--- config.mk ---
export PLATFORM = sky130hd
export DESIGN_NAME = bsw_array
export DESIGN_NICKNAME = d
export VERILOG_FILES = /design/src/rtl/bsw_pkg.sv /design/src/rtl/bsw_lfsr.sv /design/src/rtl/bsw_ctrl.sv /design/src/rtl/bsw_row.sv /design/src/rtl/bsw_array.sv
export SDC_FILE = /design/constraint.sdc
export NUM_CORES = 1
export LEC_CHECK = 0
export ABC_CLOCK_PERIOD_IN_PS = 7500
export CAP_MARGIN = 20
export CORE_ASPECT_RATIO = 0.9
export CORE_MARGIN = 1
export CORE_UTILIZATION = 45
export DETAILED_ROUTE_END_ITERATION = 8
export PLACE_DENSITY = 0.65
export SLEW_MARGIN = 20
export SYNTH_ARGS = -nofsm -noshare
export SYNTH_HDL_FRONTEND = slang
export SYNTH_SLANG_ARGS = --single-unit
--- constraint.sdc ---
create_clock -name clk -period 7.5 [get_ports clk]
set_input_delay 2.25 -clock clk [delete_from_list [all_inputs] [get_ports clk]]
set_output_delay 2.25 -clock clk [all_outputs]
set_load 0.02 [all_outputs]
--- src/rtl/bsw_pkg.sv ---
package bsw_pkg;

  localparam int FRAC_W = 8;
  localparam logic [FRAC_W-1:0] LFSR_SEED = 8'h01;

  typedef enum logic [1:0] {
    CODE_HOLD = 2'b00,
    CODE_POT  = 2'b01,
    CODE_RSV  = 2'b10,
    CODE_DEP  = 2'b11
  } row_code_e;

  // maximal-length polynomial x^8 + x^6 + x^5 + x^4 + 1
  function automatic logic [FRAC_W-1:0] lfsr_advance(input logic [FRAC_W-1:0] s);
    return {s[6:0], s[7] ^ s[5] ^ s[4] ^ s[3]};
  endfunction

endpackage

--- src/rtl/bsw_lfsr.sv ---
module bsw_lfsr
  import bsw_pkg::*;
(
  input  logic              clk,
  input  logic              rst,
  input  logic              step,
  output logic [FRAC_W-1:0] state
);

  always_ff @(posedge clk) begin
    if (rst)       state <= LFSR_SEED;
    else if (step) state <= lfsr_advance(state);
  end

  AST_LFSR_NONZERO: assert property (@(posedge clk) disable iff (rst)
    state != '0) else $error("lfsr locked at zero");
  AST_LFSR_FROZEN: assert property (@(posedge clk) disable iff (rst)
    !step |=> $stable(state)) else $error("lfsr moved without step");

endmodule

--- src/rtl/bsw_ctrl.sv ---
module bsw_ctrl #(
  parameter  int COLS = 4,
  localparam int CW   = (COLS > 1) ? $clog2(COLS) : 1
) (
  input  logic          clk,
  input  logic          rst,
  input  logic          start,
  output logic          accept,
  output logic          busy,
  output logic [CW-1:0] col,
  output logic          last_col,
  output logic          done
);

  assign accept   = start && !busy;
  assign last_col = busy && (col == CW'(COLS - 1));

  always_ff @(posedge clk) begin
    if (rst) begin
      busy <= 1'b0;
      col  <= '0;
      done <= 1'b0;
    end else begin
      done <= last_col;
      if (accept) begin
        busy <= 1'b1;
        col  <= '0;
      end else if (busy) begin
        if (last_col) busy <= 1'b0;
        else          col  <= col + 1'b1;
      end
    end
  end

  AST_DONE_PULSE: assert property (@(posedge clk) disable iff (rst)
    done |=> !done) else $error("done longer than one cycle");
  AST_COL_STEP: assert property (@(posedge clk) disable iff (rst)
    (busy && !last_col) |=> (busy && col == $past(col) + 1'b1)) else $error("column skip");
  AST_START_IGNORED: assert property (@(posedge clk) disable iff (rst)
    (busy && start && !last_col) |=> (col != '0)) else $error("restart while busy");

endmodule

--- src/rtl/bsw_row.sv ---
module bsw_row
  import bsw_pkg::*;
#(
  parameter  int COLS = 4,
  parameter  int SW   = 11,
  localparam int CW   = (COLS > 1) ? $clog2(COLS) : 1
) (
  input  logic              clk,
  input  logic              rst,
  input  logic              accept,
  input  logic              proc,
  input  logic              train,
  input  row_code_e         code,
  input  logic [CW-1:0]     col,
  input  logic              wbit,
  input  logic [FRAC_W-1:0] in_val,
  output logic [SW-1:0]     acc_nxt
);

  logic [COLS-1:0] w_q;
  logic [SW-1:0]   acc_q;

  always_comb begin
    acc_nxt = acc_q;
    if (accept)
      acc_nxt = '0;
    else if (proc && !train && w_q[col])
      acc_nxt = acc_q + {{(SW-FRAC_W){1'b0}}, in_val};
  end

  always_ff @(posedge clk) begin
    if (rst) begin
      w_q   <= '0;
      acc_q <= '0;
    end else begin
      acc_q <= acc_nxt;
      if (proc && train && wbit) begin
        case (code)
          CODE_POT: w_q[col] <= 1'b1;
          CODE_DEP: w_q[col] <= 1'b0;
          default:  ;
        endcase
      end
    end
  end

  AST_RECOG_W_STABLE: assert property (@(posedge clk) disable iff (rst)
    (proc && !train) |=> $stable(w_q)) else $error("weight moved in recognition");
  AST_NO_WRITE_BIT: assert property (@(posedge clk) disable iff (rst)
    (proc && train && !wbit) |=> $stable(w_q)) else $error("weight moved without write bit");
  AST_HOLD_CODE: assert property (@(posedge clk) disable iff (rst)
    (proc && (code == CODE_HOLD || code == CODE_RSV)) |=> $stable(w_q)) else $error("hold code wrote");
  AST_POT_SETS: assert property (@(posedge clk) disable iff (rst)
    (proc && train && wbit && code == CODE_POT) |=> w_q[$past(col)]) else $error("potentiate missed");
  AST_DEP_CLEARS: assert property (@(posedge clk) disable iff (rst)
    (proc && train && wbit && code == CODE_DEP) |=> !w_q[$past(col)]) else $error("depress missed");

endmodule

--- src/rtl/bsw_array.sv ---
module bsw_array
  import bsw_pkg::*;
#(
  parameter  int ROWS = 4,
  parameter  int COLS = 4,
  localparam int SW   = FRAC_W + $clog2(COLS + 1),
  localparam int CW   = (COLS > 1) ? $clog2(COLS) : 1
) (
  input  logic                     clk,
  input  logic                     rst,
  input  logic                     train_mode,
  input  logic                     start,
  input  logic [COLS*FRAC_W-1:0]   in_vec,
  input  logic [FRAC_W-1:0]        learn_rate,
  input  logic [ROWS*2-1:0]        row_codes,
  output logic                     done,
  output logic                     sum_valid,
  output logic [ROWS*SW-1:0]       sum_out
);

  logic                   accept, busy, last_col;
  logic [CW-1:0]          col;
  logic                   train_q;
  logic [COLS*FRAC_W-1:0] in_q;
  logic [FRAC_W-1:0]      rate_q;
  logic [ROWS*2-1:0]      code_q;
  logic [FRAC_W-1:0]      lfsr_q, in_col, thr;
  logic [2*FRAC_W-1:0]    prod;
  logic                   wbit;
  logic [ROWS*SW-1:0]     acc_all;

  // operand capture on the accepting edge
  always_ff @(posedge clk) begin
    if (rst) begin
      train_q <= 1'b0;
      in_q    <= '0;
      rate_q  <= '0;
      code_q  <= '0;
    end else if (accept) begin
      train_q <= train_mode;
      in_q    <= in_vec;
      rate_q  <= learn_rate;
      code_q  <= row_codes;
    end
  end

  bsw_ctrl #(.COLS(COLS)) u_ctrl (
    .clk(clk), .rst(rst), .start(start), .accept(accept), .busy(busy),
    .col(col), .last_col(last_col), .done(done)
  );

  bsw_lfsr u_lfsr (
    .clk(clk), .rst(rst), .step(busy && train_q), .state(lfsr_q)
  );

  assign in_col = in_q[col*FRAC_W +: FRAC_W];
  assign prod   = {{FRAC_W{1'b0}}, rate_q} * {{FRAC_W{1'b0}}, in_col};
  assign thr    = prod[2*FRAC_W-1:FRAC_W];
  assign wbit   = train_q && (lfsr_q < thr);

  for (genvar r = 0; r < ROWS; r++) begin : g_row
    row_code_e code_eff;
    assign code_eff = train_q ? row_code_e'(code_q[r*2 +: 2]) : CODE_HOLD;

    bsw_row #(.COLS(COLS), .SW(SW)) u_row (
      .clk(clk), .rst(rst), .accept(accept), .proc(busy), .train(train_q),
      .code(code_eff), .col(col), .wbit(wbit), .in_val(in_col),
      .acc_nxt(acc_all[r*SW +: SW])
    );
  end

  always_ff @(posedge clk) begin
    if (rst) begin
      sum_valid <= 1'b0;
      sum_out   <= '0;
    end else begin
      sum_valid <= last_col && !train_q;
      if (last_col && !train_q) sum_out <= acc_all;
    end
  end

  AST_VALID_WITH_DONE: assert property (@(posedge clk) disable iff (rst)
    sum_valid |-> done) else $error("sum_valid without done");
  AST_SUM_HOLD: assert property (@(posedge clk) disable iff (rst)
    !sum_valid |-> $stable(sum_out)) else $error("sum_out changed outside a result");
  AST_NO_WBIT_RECOG: assert property (@(posedge clk) disable iff (rst)
    (busy && !train_q) |-> !wbit) else $error("write bit in recognition");

endmodule

# --- Yosys cells after proc, flatten, opt, wreduce, memory -nomap -nowiden ---
# Index checks and enable logic that the tools add are counted.
totals:
  out_inout_bits: 46
  input_bits: 52
  register_bits: 166
op_classes:
  eq_ne: 9
  magnitude_cmp: 3
  shift: 1
  mux: 29
  multipliers: 1
  reduce_logical: 24
  n_addsub: 5
  n_bitwise: 13
op_table:
  columns: ["op", "count"]
  rows:
  - ["two-way mux 11 bit", 8]
  - ["adder 11 x 8 -> 11 bit", 4]
  - ["case mux 4 bit (2 select lines)", 4]
  - ["variable part select 32 x 6 -> 8 bit", 1]
  - ["bitwise AND 4 bit", 4]
  - ["multiplier 8 x 8 -> 16 bit", 1]
  - ["bitwise OR 4 bit", 4]
  - ["logical AND 1 bit", 12]
  - ["== test 2 bit, second input constant", 5]
  - ["AND reduction 2 bit", 5]
  - ["binary-select mux 1 bit (select 2 bit)", 4]
  - ["== test 2 x 1 -> 1 bit, second input constant", 4]
  - ["less-than comparator 8 bit", 1]
  - ["two-way mux 1 bit", 8]
  - ["two-way mux 2 bit", 4]
  - ["nonzero test 2 bit", 4]
  - ["NOT 4 bit", 1]
  - ["less-than comparator 2 x 3 -> 1 bit, second input constant", 1]
  - ["XOR 1 bit", 3]
  - ["adder 2 x 1 -> 2 bit, second input constant", 1]
  - ["demux 1 bit (select 2 bit)", 1]
  - ["greater-or-equal comparator 2 x 1 -> 1 bit, second input constant", 1]
  - ["logical NOT 1 bit", 2]
  - ["OR reduction 2 bit", 1]
  - ["NOT 1 bit", 1]

# --- Depth between registers and ports, before layout ---
logic_depth:
  ltp_word: 7
  mapped_depth: 28
  depth_no_buf: 25

# --- By module ---
# A second synthesis with hierarchy kept.
unflattened:
  cells_unflattened: 1161
  area_unflattened_um2: 10227.3
by_module_without_submodules:
  columns: ["mod", "n_inst", "area_per_inst_um2", "cells_per_inst"]
  rows:
  - ["bsw_array", 1, 5612.9, 614]
  - ["bsw_row", 4, 1033.5, 125]
  - ["bsw_lfsr", 1, 306.5, 30]
  - ["bsw_ctrl", 1, 173.9, 17]

# --- Least setup slack after synthesis ---
# Ideal clock, no wire load.
synth_timing:
  kind: "register to register"
  start: "register u_ctrl.col[0]"
  end: "register with a tool-made name"
  n_path_buf: 3
  slack_ns: 1.014
  arrival_ns: 6.352
  path_stages_with_launch: 28
  setup_ns: 0.134
  period_less_slack_ns: 6.486
  cell_sequence: "dfxtp_1 buf_6 buf_6 mux4_2 nand2_1 fa_1 fa_1 inv_1 fa_1 inv_1 fa_1 inv_1 ha_1 and3_1 and3_4 a21oi_2 o211ai_1 a21o_1 a21oi_1 xor2_1 ha_1 a21o_1 a211oi_1 nand3_1 o21ai_2 buf_6 and4_4 nor3_2"
synth_lines:
  columns: ["item", "line_no", "source"]
  rows:
  - ["from (decl)", "bsw_ctrl.sv:10", "output logic [CW-1:0] col,"]
  - ["from (signal assigned)", "bsw_ctrl.sv:30", "else col <= col + 1'b1;"]

==> impl_results.md <==
- Outcome: finished clean
- Iter 0 DRT Violations: 464
- DRC: 0
- Area Growth Syn to Fin: 17.8%
- Setup Fix Bufs, Post-CTS: 0
- Fin area: 11400 sq um
- Placer congestion estimate: 0.842
- Most common cell after layout, fill and taps aside: dfxtp_1
- Total Wirelength: 23900 microns
- First-pass GRT wire length: 39100 microns
- Worst hold path type: register to register
- Die area: 22200 sq um
- Register area share after synthesis: 34.2%
- Async SR Flop Fraction: 0%
- Clock Tree Buf Depth: 2
- Wire length on met1: 11700 microns
- Skew-Pair Late Insertion Delay: 0.44 ns
- Routed WL per cell: 16.3 microns
- Met3 WL: 967 microns
- Hold Slack: 0.455 ns
- Worst Max-Slew Pin Slew: 0.887 ns
- Ports: 98
- WP data arrival: 7.19 ns
- Placed Cells: 1435
- Fin crit share: 92.0%
- RSZ-0062 raised after global routing: false
- Row count: 50
- Router iterations before antenna repair: 7
- Synth Net Count: 1270
- Total CTS buffers: 17
- Pre-CTS setup slack: 0.586 ns
- CORE AREA: 21000 sq um
- Fmax: 145 MHz
- Post-layout minimum cycle time: 6.90 ns
- Setup Crit Path Kind: register to register
- Reg power frac: 46.1%
- Ys flop type: dfxtp_1
- DR vias: 7773
- Setup-failing EPs final: 0
- Die height: 141 microns
- Fin Setup TNS: 0 ns
- CTS H-tree depth: 4
- PostCTS Resize Cnt: 0
- Switching part of the total: 28.4%
- Pwr dens: 174 nW/um^2
- CTS tree: yes
- Leakage dissipation: 4.65 nW
- Ys Warns: 0
- Required @ worst endpoint: 7.79 ns
- Die W: 157 microns
- Initial Util: 46.3%
- Cell internal pwr: 1.43 mW
- Share of post-route cells with drive strength above 1: 6.52%
- # nets final: 1335
- Sw Pwr: 0.566 mW
- Register bit total from synthesis: 166
- Worst Skew: 0.0148 ns
- Initial antenna violation count: 0
- Vias/cell: 5.30
- Reg clk slew, reported paths: 0.07 ns
- Syn_area_per_cell: 8.82 sq um
- Combinational share of power: 10.3%
- Total track usage: 22.6%
- Antenna Violating Nets Remaining: 0
- Hpwl dp: 17200 microns
- CTS root buf: clkbuf_16
- Mapped Area: 9720 sq um
- Port buffer count: 97
- DP Area: 10900 sq um
- Mapped Cells: 1103
- Post-synth EDFFs: 0
- Vias in the first global route: 7515
- Synth unique cells: 57
- Final WS setup: 0.602 ns
- Max Used Layer: met4
- Met2 Wirelength: 10900 microns
- Hold Violations, Final: 0
- CTS Hold Bufs: 0
- Gr ovfl total: 0
- Max_cap viols: 0
- N_diodes: 0
- Maximum VDD drop: 0.119 mV
- Post-Layout Cell Count: 1467
- Clock group share of total power: 43.7%
- Largest net degree at the start of global routing: 85
- # fillers: 2017
- Most frequent cells in the layout: 166 x dfxtp_1, 156 x nand2_1, 133 x a21oi_1
- Final Max Tran Viols: 0
- Worst Path Max Fanout: 26
- CTS sink cnt: 166
- Relative slew margins: 40.8%
- Crit. End Element: register
- CP Launch Type: register
[path summary, 6_finish.rpt]
check,from,end,slack [ns],cells past startpoint
setup reg to reg,u_ctrl.col[0]$_SDFFE_PP0P_,register,0.60,25
setup / recovery,u_ctrl.col[0]$_SDFFE_PP0P_,register,0.60,25
hold / removal,in_q[13]$_SDFFE_PP0P_,in_q[13]$_SDFFE_PP0P_,0.45,2
hold reg to reg,in_q[13]$_SDFFE_PP0P_,in_q[13]$_SDFFE_PP0P_,0.45,2
[kinds of logic (layout without fill, tap and decap cells)]
kind of cell / count (synthesis) / in the layout / synth area share (%)
AOI/OAI and AO/OA: 236 / 236 / 14.6
xor gates and xnor gates: 33 / 33 / 3.05
adders and majority gates: 115 / 115 / 17.8
buffers and inverters: 119 / 197 / 4.97
DFF: 166 / 166 / 34.2
muxes: 37 / 37 / 5.35
and+or+nand+nor: 397 / 397 / 20.0
[cell type report]
cell class | count | area [sq um] | area share, %
multi-input cells | 818 | 5930 | 51.8
flip-flops and latches | 166 | 3320 | 29.0
repair buffers | 106 | 1040 | 9.05
clock buffers | 17 | 425 | 3.72
well taps | 286 | 358 | 3.13
inverters | 59 | 221 | 1.93
clock inverters | 15 | 153 | 1.33
[flip-flops by register name (all words and copies together) (netlist names), named ones only]
| signal | cells |
|---|---|
| in_q | 32 |
| code_q | 8 |
| rate_q | 8 |
| sum_valid | 1 |
| u_ctrl.busy | 1 |
| sum_out | 44 |
| u_ctrl.done | 1 |
| train_q | 1 |
| u_ctrl.col | 2 |
| u_lfsr.state | 8 |
| g_row.u_row.acc_q | 44 |
[synthesized netlist by cell type (5+ instances only)]
cell type | instances | share of area (%)
a21oi_1 | 133 | 6.8
nor3_1 | 31 | 1.6
nand2b_1 | 9 | 0.58
nor4b_1 | 5 | 0.45
dfxtp_1 | 166 | 34
or3_1 | 14 | 0.90
mux2i_1 | 25 | 2.6
and4_1 | 6 | 0.54
a211oi_1 | 17 | 1.3
nor2_1 | 75 | 2.9
nand2_1 | 156 | 6.0
nor3b_1 | 9 | 0.69
buf_1 | 5 | 0.19
a311oi_1 | 6 | 0.54
xor2_1 | 11 | 0.99
clkbuf_1 | 43 | 1.7
o21bai_1 | 11 | 0.85
inv_1 | 59 | 2.3
ha_1 | 76 | 9.8
a31oi_1 | 11 | 0.71
and2_1 | 58 | 3.7
a21o_1 | 14 | 1.1
fa_1 | 39 | 8.0
o21ai_1 | 7 | 0.36
xnor2_1 | 21 | 1.9
buf_2 | 8 | 0.41
mux4_2 | 12 | 2.8
nand3_1 | 12 | 0.62
o21ai_0 | 14 | 0.72
[critical path, stage by stage (launching register included)]
cell and delay, ns:
dfxtp_1 0.44, buf_4 0.22, mux4_2 0.68, and2_1 0.25
fa_1 0.46, fa_1 0.50, fa_1 0.49, inv_1 0.05
fa_1 0.53, inv_1 0.04, ha_1 0.32, and3_1 0.16
and3_4 0.18, a21oi_2 0.14, o211ai_1 0.12, a21o_1 0.22
a21oi_1 0.18, xor2_1 0.18, ha_1 0.28, a21o_1 0.16
a211oi_1 0.28, nand3_1 0.15, o21ai_2 0.15, buf_4 0.27
and4_4 0.26, nor3_2 0.04
[metrics by stage]
stage	power (mW)	utilization (%)
after floorplan	1.07	-
after global placement	1.14	51.7
after detailed placement	1.14	51.7
after CTS	2.01	54.4
after global routing	2.07	54.5
final	2.00	54.5
[power groups by stage]
stage | Combinational (mW) | Sequential (mW) | Clock [mW]
after detailed placement | 0.205 | 0.940 | 0
after floorplan | 0.138 | 0.929 | 0
after global placement | 0.202 | 0.939 | 0
after global routing | 0.228 | 0.922 | 0.921
final | 0.205 | 0.919 | 0.872
after CTS | 0.207 | 0.919 | 0.887
[layer usage]
metal | GRT usage, % | vias to the layer above
li1 | - | 3916
met1 | 31.0 | 3700
met2 | 36.8 | 134
met3 | 3.94 | 23
met4 | 6.04 | 0
met5 | 0 | -
Power figures use the tool's default switching activity.
